`config.mk`:
```
export PLATFORM = sky130hd
export DESIGN_NAME = intr_status_unit
export DESIGN_NICKNAME = d
export VERILOG_FILES = /design/src/rtl/intr_status_pkg.sv /design/src/rtl/intr_flag_bank.sv /design/src/rtl/intr_event_map.sv /design/src/rtl/intr_irq_gen.sv /design/src/rtl/intr_status_unit.sv
export SDC_FILE = /design/constraint.sdc
export NUM_CORES = 1
export LEC_CHECK = 0
export BUFFER_PORTS_ARGS = -buffer_cell sky130_fd_sc_hd__buf_4
export CAP_MARGIN = 15
export CORE_ASPECT_RATIO = 1.75
export CORE_UTILIZATION = 45
export CTS_CLUSTER_SIZE = 24
export DETAILED_ROUTE_END_ITERATION = 12
export PLACE_DENSITY = 0.75
export SLEW_MARGIN = 5
export SYNTH_ARGS = -nofsm -noshare
export SYNTH_HDL_FRONTEND = slang
export SYNTH_HIERARCHICAL = 1
export SYNTH_SLANG_ARGS = --single-unit
```
`constraint.sdc`:
```
create_clock -name clk -period 3.1 [get_ports clk]
set_clock_uncertainty 0.15 [all_clocks]
set_input_delay 0.62 -clock clk [delete_from_list [all_inputs] [get_ports clk]]
set_output_delay 0.62 -clock clk [all_outputs]
set_load 0.1 [all_outputs]
```
`src/rtl/intr_status_pkg.sv`:
```
package intr_status_pkg;
  localparam int STS_W = 8;

  // bit positions of the status byte
  localparam int B_RX_OK  = 0;
  localparam int B_TX_OK  = 1;
  localparam int B_RX_ERR = 2;
  localparam int B_TX_ERR = 3;
  localparam int B_RX_OVR = 4;
  localparam int B_DMA    = 6;
  localparam int B_RST    = 7;

  // flag groups
  localparam int NUM_BANKS = 3;
  localparam int BANK_TX   = 0;
  localparam int BANK_RX   = 1;
  localparam int BANK_LOC  = 2;

  localparam logic [STS_W-1:0] TX_OWN  = STS_W'((1 << B_TX_OK) | (1 << B_TX_ERR));
  localparam logic [STS_W-1:0] RX_OWN  = STS_W'((1 << B_RX_OK) | (1 << B_RX_ERR) | (1 << B_RX_OVR));
  localparam logic [STS_W-1:0] LOC_OWN = STS_W'((1 << B_DMA) | (1 << B_RST));

  localparam logic [NUM_BANKS-1:0][STS_W-1:0] BANK_OWN = {LOC_OWN, RX_OWN, TX_OWN};

  // bits the host may clear, and bits allowed to raise the line
  localparam logic [STS_W-1:0] HOST_CLEARABLE = ~STS_W'(1 << B_RST);
  localparam logic [STS_W-1:0] IRQ_ELIGIBLE   = ~STS_W'(1 << B_RST);
endpackage

```
`src/rtl/intr_flag_bank.sv`:
```
module intr_flag_bank #(
  parameter int               W    = 8,
  parameter logic [W-1:0]     OWN  = '0,
  parameter logic [W-1:0]     INIT = '0
) (
  input  logic         clk,
  input  logic         rst_n,
  input  logic [W-1:0] set_i,
  input  logic [W-1:0] host_clr_i,
  input  logic [W-1:0] side_clr_i,
  output logic [W-1:0] q_o
);
  logic [W-1:0] q_r;
  logic [W-1:0] q_nxt;

  // clears first, then sets, so a set in the same cycle survives
  always_comb begin
    q_nxt = ((q_r & ~host_clr_i & ~side_clr_i) | set_i) & OWN;
  end

  always_ff @(posedge clk or negedge rst_n) begin
    if (!rst_n) q_r <= INIT & OWN;
    else        q_r <= q_nxt;
  end

  assign q_o = q_r;
endmodule

```
`src/rtl/intr_event_map.sv`:
```
module intr_event_map
  import intr_status_pkg::*;
(
  input  logic rx_ok_set,
  input  logic rx_err_set,
  input  logic rx_ovr_set,
  input  logic tx_ok_set,
  input  logic tx_err_set,
  input  logic dma_done_set,
  input  logic stop_set,
  input  logic start_clr,
  output logic [NUM_BANKS-1:0][STS_W-1:0] set_o,
  output logic [NUM_BANKS-1:0][STS_W-1:0] side_clr_o
);
  always_comb begin
    set_o      = '0;
    side_clr_o = '0;
    set_o[BANK_TX][B_TX_OK]  = tx_ok_set;
    set_o[BANK_TX][B_TX_ERR] = tx_err_set;
    set_o[BANK_RX][B_RX_OK]  = rx_ok_set;
    set_o[BANK_RX][B_RX_ERR] = rx_err_set;
    set_o[BANK_RX][B_RX_OVR] = rx_ovr_set;
    set_o[BANK_LOC][B_DMA]   = dma_done_set;
    set_o[BANK_LOC][B_RST]   = stop_set;
    side_clr_o[BANK_LOC][B_RST] = start_clr;
  end
endmodule

```
`src/rtl/intr_irq_gen.sv`:
```
module intr_irq_gen #(
  parameter int           W    = 8,
  parameter logic [W-1:0] ELIG = '1
) (
  input  logic         clk,
  input  logic         rst_n,
  input  logic [W-1:0] status_i,
  input  logic [W-1:0] mask_i,
  output logic         irq_o
);
  logic pending;
  logic irq_r;

  always_comb pending = |(status_i & mask_i & ELIG);

  always_ff @(posedge clk or negedge rst_n) begin
    if (!rst_n) irq_r <= 1'b0;
    else        irq_r <= pending;
  end

  assign irq_o = irq_r;
endmodule

```
`src/rtl/intr_status_unit.sv`:
```
module intr_status_unit
  import intr_status_pkg::*;
#(
  parameter logic [STS_W-1:0] MASK_INIT     = '0,
  parameter logic             RST_FLAG_INIT = 1'b1
) (
  input  logic             clk,
  input  logic             rst_n,
  input  logic             sts_wr,
  input  logic             msk_wr,
  input  logic [STS_W-1:0] wr_data,
  input  logic             rx_ok_set,
  input  logic             rx_err_set,
  input  logic             rx_ovr_set,
  input  logic             tx_ok_set,
  input  logic             tx_err_set,
  input  logic             dma_done_set,
  input  logic             stop_set,
  input  logic             start_clr,
  output logic [STS_W-1:0] status_rd,
  output logic [STS_W-1:0] mask_rd,
  output logic [STS_W-1:0] src_tx_o,
  output logic [STS_W-1:0] src_rx_o,
  output logic             irq
);
  localparam logic [STS_W-1:0] LOC_INIT = STS_W'({RST_FLAG_INIT, 7'b0});

  logic [STS_W-1:0] host_clr;
  logic [STS_W-1:0] merged;
  logic [STS_W-1:0] mask_r;
  logic [NUM_BANKS-1:0][STS_W-1:0] bank_set;
  logic [NUM_BANKS-1:0][STS_W-1:0] bank_sclr;
  logic [NUM_BANKS-1:0][STS_W-1:0] bank_q;

  assign host_clr = sts_wr ? (wr_data & HOST_CLEARABLE) : '0;

  intr_event_map u_map (
    .rx_ok_set    (rx_ok_set),
    .rx_err_set   (rx_err_set),
    .rx_ovr_set   (rx_ovr_set),
    .tx_ok_set    (tx_ok_set),
    .tx_err_set   (tx_err_set),
    .dma_done_set (dma_done_set),
    .stop_set     (stop_set),
    .start_clr    (start_clr),
    .set_o        (bank_set),
    .side_clr_o   (bank_sclr)
  );

  for (genvar b = 0; b < NUM_BANKS; b++) begin : g_bank
    localparam logic [STS_W-1:0] INIT_B = (b == BANK_LOC) ? LOC_INIT : '0;
    intr_flag_bank #(
      .W    (STS_W),
      .OWN  (BANK_OWN[b]),
      .INIT (INIT_B)
    ) u_bank (
      .clk        (clk),
      .rst_n      (rst_n),
      .set_i      (bank_set[b]),
      .host_clr_i (host_clr),
      .side_clr_i (bank_sclr[b]),
      .q_o        (bank_q[b])
    );
  end

  always_comb begin
    merged = '0;
    for (int b = 0; b < NUM_BANKS; b++) merged |= bank_q[b];
  end

  always_ff @(posedge clk or negedge rst_n) begin
    if (!rst_n)      mask_r <= MASK_INIT;
    else if (msk_wr) mask_r <= wr_data;
  end

  intr_irq_gen #(
    .W    (STS_W),
    .ELIG (IRQ_ELIGIBLE)
  ) u_irq (
    .clk      (clk),
    .rst_n    (rst_n),
    .status_i (merged),
    .mask_i   (mask_r),
    .irq_o    (irq)
  );

  assign status_rd = merged;
  assign mask_rd   = mask_r;
  assign src_tx_o  = bank_q[BANK_TX];
  assign src_rx_o  = bank_q[BANK_RX];
endmodule

```
# Word level (Yosys, flattened, before mapping)
# Index checks and enable logic that the tools add are counted.
dict set report totals {
  regBits 16
  input_bits 20
  out_inout_bits 33
  word_cells 19
}
dict set report op_classes {
  muxes 1
  n_bitwise 12
  n_reduce_logical 1
}
# cell n
set ops {}
lappend ops {{$and 8x8->8} 2}
lappend ops {{$not 7->8} 1}
lappend ops {{$not 8->8} 1}
lappend ops {{$or 5x8->8} 1}
lappend ops {{$or 8x8->8} 1}
lappend ops {{$and 7x7->7} 1}
lappend ops {{$mux 7} 1}
lappend ops {{$reduce_or 7->1} 1}
lappend ops {{$and 5x5->5} 1}
lappend ops {{$or 4x5->5} 1}
lappend ops {{$or 5x5->5} 1}
lappend ops {{$and 4x4->4} 1}
lappend ops {{$or 4x4->4} 1}

# Longest topological paths before layout
# Gate-level depths: netlist of run 1.
dict set report depth {
  word_depth 5
  depth_mapped 4
  ltp_nobuf 3
}

# Hierarchy
# Netlist of run 1, hierarchy kept.
# mod instances cells_each area_each_um2 seq_area_each_um2
set by_module_without_submodules {}
lappend by_module_without_submodules {intr_status_unit 1 33 429.2 200.2}
lappend by_module_without_submodules {intr_event_map 1 49 364.1 0.0}
lappend by_module_without_submodules {{intr_flag_bank at g_bank[1].u_bank} 1 15 150.1 75.1}
lappend by_module_without_submodules {{intr_flag_bank at g_bank[2].u_bank} 1 13 122.6 51.3}
lappend by_module_without_submodules {{intr_flag_bank at g_bank[0].u_bank} 1 13 121.4 50.0}
lappend by_module_without_submodules {intr_irq_gen 1 5 55.1 25.0}

# Worst setup path before layout of run 1
# No wires, ideal clock.
dict set report synth_timing {
  path_kind {register to output}
  startpoint {register g_bank[1].u_bank.q_r[2]}
  endpoint {output port status_rd[2]}
  arrival_time_ps 1749
  required_ps 2330
  slack_ps 581
  stages_incl_launch_ff 2
  path_buffers 0
  cell_sequence {dfrtp_1 > or3_1}
}
dict set report synth_between {
  elab_chain_cells 2
}
# item line
set synth_lines {}
lappend synth_lines {{start, declared} intr_flag_bank.sv:13} ;# logic [W-1:0] q_r;
lappend synth_lines {{start signal, assigned} intr_flag_bank.sv:22} ;# if (!rst_n) q_r <= INIT & OWN;
lappend synth_lines {{start signal, assigned} intr_flag_bank.sv:23} ;# else q_r <= q_nxt;
lappend synth_lines {{$or 4x5->5} intr_status_unit.sv:68} ;# for (int b = 0; b < NUM_BANKS; b++) merged |= bank_q[b];
lappend synth_lines {{$or 5x8->8} intr_status_unit.sv:68}
lappend synth_lines {{end, declared} intr_status_unit.sv:20} ;# output logic [STS_W-1:0] status_rd,
# Every way passes these cells.

# Worst setup path in the final report of run 1
# Same ends and word-level chain as after synthesis.

==> results of run 1 <==
[cell type report]
type | count | area [um^2]
fillers | 191 | 889.6
multi-input cells | 64 | 406.6
flip-flops and latches | 16 | 401.6
repair buffers | 40 | 300.3
clock buffers | 4 | 36.28
well taps | 24 | 30.03
[power groups by stage]
stage               clock, mW  combinational [mW]  sequential [mW]
floorplan                   0               0.157            0.356
global placement            0               0.301            0.243
detailed placement          0               0.303            0.244
CTS                     0.140               0.303            0.240
global route            0.154               0.313            0.243
finish                  0.135               0.302            0.240
[layer usage]
metal	vias to the layer above	part of all wire	wire [um]	GRT usage
met1	316	0.36	603	0.1866
met4	0	0.0071	12	0.06944
li1	315	-	-	-
met5	-	0	0	0
met2	23	0.59	987	0.2851
met3	2	0.047	79	0.02431
[final timing paths]
path | from | endpoint | slack, ps | cells past startpoint
worst max-delay path | g_bank[1].u_bank/q_o[2]$_DFF_PN0_ | status_rd[2] | 1000 | 2
worst min-delay path | rst_n | g_bank[0].u_bank/q_o[3]$_DFF_PN0_ | 30 | 1
worst max register to register | g_bank[1].u_bank/q_o[0]$_DFF_PN0_ | u_irq/irq_o$_DFF_PN0_ | 1500 | 3
worst min register to register | g_bank[2].u_bank/q_o[6]$_DFF_PN0_ | g_bank[2].u_bank/q_o[6]$_DFF_PN0_ | 340 | 1
max in group asynchronous | rst_n | g_bank[2].u_bank/q_o[7]$_DFF_PN1_ | 2530 | 1
min in group clk | g_bank[2].u_bank/q_o[6]$_DFF_PN0_ | g_bank[2].u_bank/q_o[6]$_DFF_PN0_ | 340 | 1
[through the flow]
stage	setup WS (ps)	hold slack (ps)	area, um^2	instances	utilization
after floorplan	581.2	174.4	1052	112	-
after global placement	1313	303.9	1139	144	0.5515
after detailed placement	1302	328.2	1139	144	0.5515
after CTS	976.5	24.09	1175	148	0.5691
after global routing	929.0	19.02	1175	148	0.5691
final	999.5	26.33	1175	148	0.5691
[worst reg2reg max path: cells and delay by family (launching register included)]
family	cells	cell delay [ps]
simple gates	2	510
flops	1	410
compound gates	1	400
[sequential cells by signal, indices dropped and copies added, names as in the netlist]
register / count
g_bank.u_bank/q_o: 7
mask_rd: 8
u_irq/irq_o: 1
==> flow_summary.toml, run 1 <==
[status]
status = "finished, final reports clean"

[routing]
viasPerCell = 4.432
firstDrtPassIters = 4
wl_um = 1683
drc_errors = 0
drtAntennaViolNets = 0
drt_iter0_drc = 14
vias = 656
routedWlPerCell_um = 11.37

[worst_setup_path]
critPathLaunchType = "flop"
cp_slowest_cell = "or3_1"
critPathBufInv = 1
cp_slowest_stage_delay_ps = 400
worst-endpoint-arrival_ps = 1330
end_kind = "primary output"
cp_max_fo = 3
critPathTopFamily = "simple AND/OR/NAND/NOR gates"
worstSetupPathType = "flop to primary output"
required_ps = 2330
crit_chain = "or3_1 -> buf_4"

[global_route]
overflow = 0
grt_max_degree = 17
track_usage = 0.1629
grt_pass1_vias = 685
antenna_found_initial = 0
grt_pass1_wl_um = 2856

[cts]
path_clk_slew_ps = 90
clock_sinks = 16
htree_levels = 1
worstSkewPairLatency_ps = 280
cts_resized = 0
cts_tree = "built"
cts_post_setup_buffers_inserted = 0
cts_hold_buf = 0
cts_buffers = 3
root_buffer = "clkbuf_4"
clock_path_buffers = 2

[power]
p_per_area_nw_per_um2 = 576.1
vdd_drop_max_v = 0.0002490
swShare = 0.4625
power.switching_mw = 0.3130
intPower_mw = 0.3638
leakage_nw = 0.6277
p_seq_frac = 0.354
p_comb_frac = 0.446
clkPwrFrac = 0.199
finalPower_mw = 0.6768

[timing]
period_minus_slack_ps = 2101
rsz0062_at_grt = "no"
fin_setup_tns_ps = 0
min_period_over_period = 0.6776
finalMaxSlewViolations = 0
max_freq_mhz = 476.1
hold_violations = 0
finalSetupViolCount = 0

[placed_design]
dpl.hpwl_um = 1384
io_buffers = 40
gp_congestion = 0.7403

[hold_path]
hold_class = "primary input to asynchronous set/reset pin"

[layout]
insertedDiodeCount = 0
layout_common_cells = "40 x buf_4, 24 x conb_1, 15 x dfrtp_1"
final_common_cell = "buf_4"
nets = 145
drive_gt1_frac = 0.4274
syn2layout_area_growth_pct = 19.77

[floorplanning]
fp.dieH_um = 63.77
rows = 22
pin_count = 53
core_um2 = 2064
start_util = 0.4752
die_x_um = 37.30
die-area_um2 = 2378

[yosys]
avgSynthCellArea_um2 = 10.55
syn_area_um2 = 980.9
yosysWarnings = 6
syn_inst = 93

[run]
maxCapViolCount = 0
No activity file was read; power rests on OpenSTA's default activity.
==> inputs of run 2 (changes only) <==
Settings changed: ABC_AREA from default to 1, CORE_UTILIZATION 45 to 44.
Clock period 3.1 ns to 1.85 ns, I/O delays scaled along.
==> flow_summary.toml, run 2 <==
[yosys]
syn_inst = 163
syn_area_um2 = 1086
yosysWarnings = 6
avgSynthCellArea_um2 = 6.663

[layout]
syn2layout_area_growth_pct = 22.35
largest_register_ffs = 8
insertedDiodeCount = 0
drive_gt1_frac = 0.2872
stdcell_count = 220
final_common_cell = "nand2_1"
nets = 216
layout_common_cells = "51 x nand2_1, 40 x buf_4, 36 x inv_1"

[floorplanning]
die-area_um2 = 2679
die_x_um = 39.56
rows = 23
core_um2 = 2302
start_util = 0.4717
fp.dieH_um = 67.72
pin_count = 53

[worst_setup_path]
crit_path_end = "status_rd[7]"
worst_r2r_path_depth = 6
crit_path_start = "g_bank[2].u_bank/q_o[7]$_DFF_PN1_"
cp_max_fo = 2
crit_chain = "inv_1 -> nand2_1 -> buf_4"
required_ps = 1330
rr_endpoint = "u_irq/irq_o$_DFF_PN0_"
r2r-start = "g_bank[1].u_bank/q_o[2]$_DFF_PN0_"
cp.depth = 3
worstSetupPathType = "flop to primary output"
worst-endpoint-arrival_ps = 1130
critPathLaunchType = "flop"
rrSetupSlack_ps = 700
cp_slowest_cell = "dfstp_2"
critPathTopFamily = "flip-flops"
cp_slowest_stage_delay_ps = 530
end_kind = "primary output"
critPathBufInv = 2

[placed_design]
dpl.hpwl_um = 1659
io_buffers = 40
gp_congestion = 0.7327
dpl.cell_count = 215

[hold_path]
hold_class = "primary input to flop"
hold_start = "tx_ok_set"

[cts]
clock_sinks = 16
cts_buffers = 3
path_clk_slew_ps = 60
worstSkewPairLatency_ps = 240
cts_tree = "built"
clock_path_buffers = 2
htree_levels = 1
root_buffer = "clkbuf_8"
cts_resized = 0

[routing]
firstDrtPassIters = 4
viasPerCell = 4.023
drc_errors = 0
vias = 885
wl_um = 1983
drt_iter0_drc = 19
drtAntennaViolNets = 0
routedWlPerCell_um = 9.014

[power]
p_comb_frac = 0.418
power.switching_mw = 0.5440
clkPwrFrac = 0.250
vdd_drop_max_v = 0.0006452
intPower_mw = 0.6628
p_per_area_nw_per_um2 = 908.2
leakage_nw = 0.7920
swShare = 0.4508
p_seq_frac = 0.332

[timing]
max_freq_mhz = 605.3
finalSetupViolCount = 0
hold_violations = 0
worst_hold_slack_ps = 156.8
finalMaxSlewViolations = 0
fin_setup_tns_ps = 0
min_period_over_period = 0.8930
rsz0062_at_grt = "no"
period_minus_slack_ps = 1652

[global_route]
grt_max_degree = 17
overflow = 0
grt_pass1_vias = 879
track_usage = 0.1737
antenna_found_initial = 0
grt_pass1_wl_um = 3291

[status]
status = "finished, final reports clean"

[run]
maxCapViolCount = 0
## run 2: cell count changes in the layout (fill, tap and decap cells not counted), moves of 5 or more
cell     previous run  this run
nand3_1             1         7
nand2_1             0        51
dfrtp_1            15        10
inv_1               0        36
dfrtp_2             0         5
and2_1              6         0
mux2_4              8         0
a21o_1              7         0
nand2_2             0         5
or3_1               8         0
## run 2: stage by stage
stage	instance area, um^2	utilization	power (mW)	setup slack [ps]
2_1_floorplan	1176	-	0.8518	103.0
3_3_place_gp	1264	0.5489	0.9046	465.0
3_5_place_dp	1264	0.5489	0.9103	454.5
4_1_cts	1329	0.5772	1.217	187.8
5_1_grt	1329	0.5772	1.263	159.7
6_report	1329	0.5772	1.207	197.9
## run 2: worst reg2reg max path, stage by stage (launching register included)
cell,delay (ps)
dfrtp_2,410
nor2_1,140
nand2_2,70
nand2_1,80
nand2_1,50
nor2_1,90
nand2_1,50
## run 2: final cells by class
type,instances,area (um^2)
Inverter,37,138.9
Tap cell,25,31.28
Sequential cell,16,407.9
Clock buffer,4,55.05
Timing Repair Buffer,41,310.3
Multi-Input combinational cell,97,385.4
Fill cell,241,973.4
## run 2: repair_timing
action                    4_1_cts  5_1_grt
hold buffers                    1        0
hold endpoints to repair       15        0
setup buffers                   0        0
## run 2: worst min-delay path by stage
| stage | end | depth (start not counted) |
|---|---|---|
| 6_report | g_bank[0].u_bank/q_o[1]$_DFF_PN0_ | 3 |
| 3_3_place_gp | g_bank[2].u_bank/q_o[6]$_DFF_PN0_ | 1 |
| 5_1_grt | g_bank[0].u_bank/q_o[1]$_DFF_PN0_ | 3 |
| 3_5_place_dp | g_bank[2].u_bank/q_o[6]$_DFF_PN0_ | 1 |
| 4_1_cts | g_bank[0].u_bank/q_o[1]$_DFF_PN0_ | 3 |
| 2_1_floorplan | g_bank[0].u_bank/q_o[1]$_DFF_PN0_ | 0 |
## run 2: power groups by stage
stage / registers [mW] / clock network, mW / logic, mW
2_1_floorplan: 0.584 / 0 / 0.267
3_3_place_gp: 0.405 / 0 / 0.499
3_5_place_dp: 0.407 / 0 / 0.504
4_1_cts: 0.400 / 0.311 / 0.506
5_1_grt: 0.404 / 0.326 / 0.534
6_report: 0.400 / 0.302 / 0.505
## run 2: per-layer routing
layer,track usage,vias up,part of all wire
met1,0.1691,386,0.34
li1,-,467,-
met5,0,-,0
met2,0.3402,30,0.60
met4,0.07759,0,0.011
met3,0.009868,2,0.042
==> inputs of run 3 (changes only) <==
Settings changed: CORE_MARGIN from default to 4, CORE_UTILIZATION 44 to 45, CTS_BUF_LIST from default to sky130_fd_sc_hd__clkbuf_8, PLACE_DENSITY 0.75 to 0.77.
==> flow_summary.toml, run 3 (same netlist as run 2, synthesis figures left out) <==
[routing]
drc_errors = 0
vias = 862
wl_um = 1948
drt_iter0_drc = 23
routedWlPerCell_um = 8.855
route.met2.wl_um = 1078
top_layer = "met4"
drtAntennaViolNets = 0
viasPerCell = 3.918
firstDrtPassIters = 2
met1_length_um = 704
dr_wl_met3_um = 152

[floorplanning]
core_um2 = 2302
die_x_um = 45.14
rows = 23
fp.dieH_um = 72.99
pin_count = 53
start_util = 0.4717
die-area_um2 = 3294

[placed_design]
place_ws_ps = 460.1
dpl.hpwl_um = 1598
io_buffers = 40
gp_congestion = 0.6799

[power]
vdd_drop_max_v = 0.0004208
leakage_nw = 0.7920
p_per_area_nw_per_um2 = 909.5

[worst_setup_path]
cp_max_fo = 2
cp_slowest_stage_delay_ps = 520
worstSetupPathType = "flop to primary output"
rrSetupSlack_ps = 650
r2r-start = "g_bank[1].u_bank/q_o[0]$_DFF_PN0_"
crit_path_end = "status_rd[7]"
cp_slowest_cell = "dfstp_2"
worst_r2r_path_depth = 6
critPathTopFamily = "flip-flops"
worst-endpoint-arrival_ps = 1130
rr_endpoint = "u_irq/irq_o$_DFF_PN0_"
crit_chain = "inv_1 -> nand2_1 -> buf_4"
end_kind = "primary output"
critPathLaunchType = "flop"
cp.depth = 3
critPathBufInv = 2
required_ps = 1330
crit_path_start = "g_bank[2].u_bank/q_o[7]$_DFF_PN1_"

[layout]
drive_gt1_frac = 0.2872
layout_common_cells = "51 x nand2_1, 40 x buf_4, 36 x inv_1"
insertedDiodeCount = 0
nets = 216
final_core_util = 0.5772
final_common_cell = "nand2_1"
syn2layout_area_growth_pct = 22.35
largest_register_ffs = 8

[cts]
clock_sinks = 16
worstSkewPairLatency_ps = 240
htree_levels = 1
root_buffer = "clkbuf_8"
clock_path_buffers = 2
cts_resized = 0
cts_post_setup_buffers_inserted = 0
cts_tree = "built"
path_clk_slew_ps = 60
cts_buffers = 3
cts_hold_buf = 1

[global_route]
grt_pass1_wl_um = 3084
grt_max_degree = 17
grt_pass1_vias = 757
overflow = 0
antenna_found_initial = 0
track_usage = 0.1264

[timing]
fin_setup_tns_ps = 0
rsz0062_at_grt = "no"
hold_violations = 0
finalMaxSlewViolations = 0
worst_hold_slack_ps = 152.2
period_minus_slack_ps = 1652
max_freq_mhz = 605.2
setup_ws_ps = 197.7
finalSetupViolCount = 0
min_period_over_period = 0.8931

[status]
status = "finished, final reports clean"

[hold_path]
hold_class = "primary input to flop"

[run]
maxCapViolCount = 0
==> run 3: where the power goes <==
part	internal (mW)	switching [mW]
Clock	0.189	0.117
Combinational	0.0944	0.408
Sequential	0.380	0.0199
==> run 3: area by class of cell <==
class | count | area [um^2]
Clock buffer | 4 | 55.05
Fill cell | 248 | 973.4
Inverter | 37 | 138.9
Multi-Input combinational cell | 97 | 385.4
Sequential cell | 16 | 407.9
Tap cell | 25 | 31.28
Timing Repair Buffer | 41 | 310.3
==> run 3: layer usage <==
layer  global-route usage  vias to the layer above
met5                    0                        -
met4              0.05863                        0
met3              0.01728                        2
met2               0.2224                       30
met1               0.1438                      368
li1                     -                      462
==> run 3: worst min path at each step <==
stage,start,endpoint,slack [ps],depth (start not counted)
2_1_floorplan,rst_n,g_bank[0].u_bank/q_o[1]$_DFF_PN0_,-80,0
3_3_place_gp,rst_n,mask_rd[0]$_DFFE_PN0P_,90,1
3_5_place_dp,rst_n,g_bank[1].u_bank/q_o[0]$_DFF_PN0_,90,1
4_1_cts,rx_err_set,g_bank[1].u_bank/q_o[2]$_DFF_PN0_,150,3
5_1_grt,rx_err_set,g_bank[1].u_bank/q_o[2]$_DFF_PN0_,160,3
6_report,rx_err_set,g_bank[1].u_bank/q_o[2]$_DFF_PN0_,150,3
==> run 3: through the flow <==
step,power (mW),cell area [um^2],std cells
2_1_floorplan,0.8518,1176,182
3_3_place_gp,0.9061,1264,215
3_5_place_dp,0.9097,1264,215
4_1_cts,1.224,1329,220
5_1_grt,1.263,1329,220
6_report,1.209,1329,220
==> run 3: worst reg2reg max path, cell delays in order (launching register included) <==
cell     delay (ps)
dfrtp_2         410
nor2_1          130
nand2_2          60
nand2_1          80
nand2_1          60
nor2_1          140
nand2_1          60
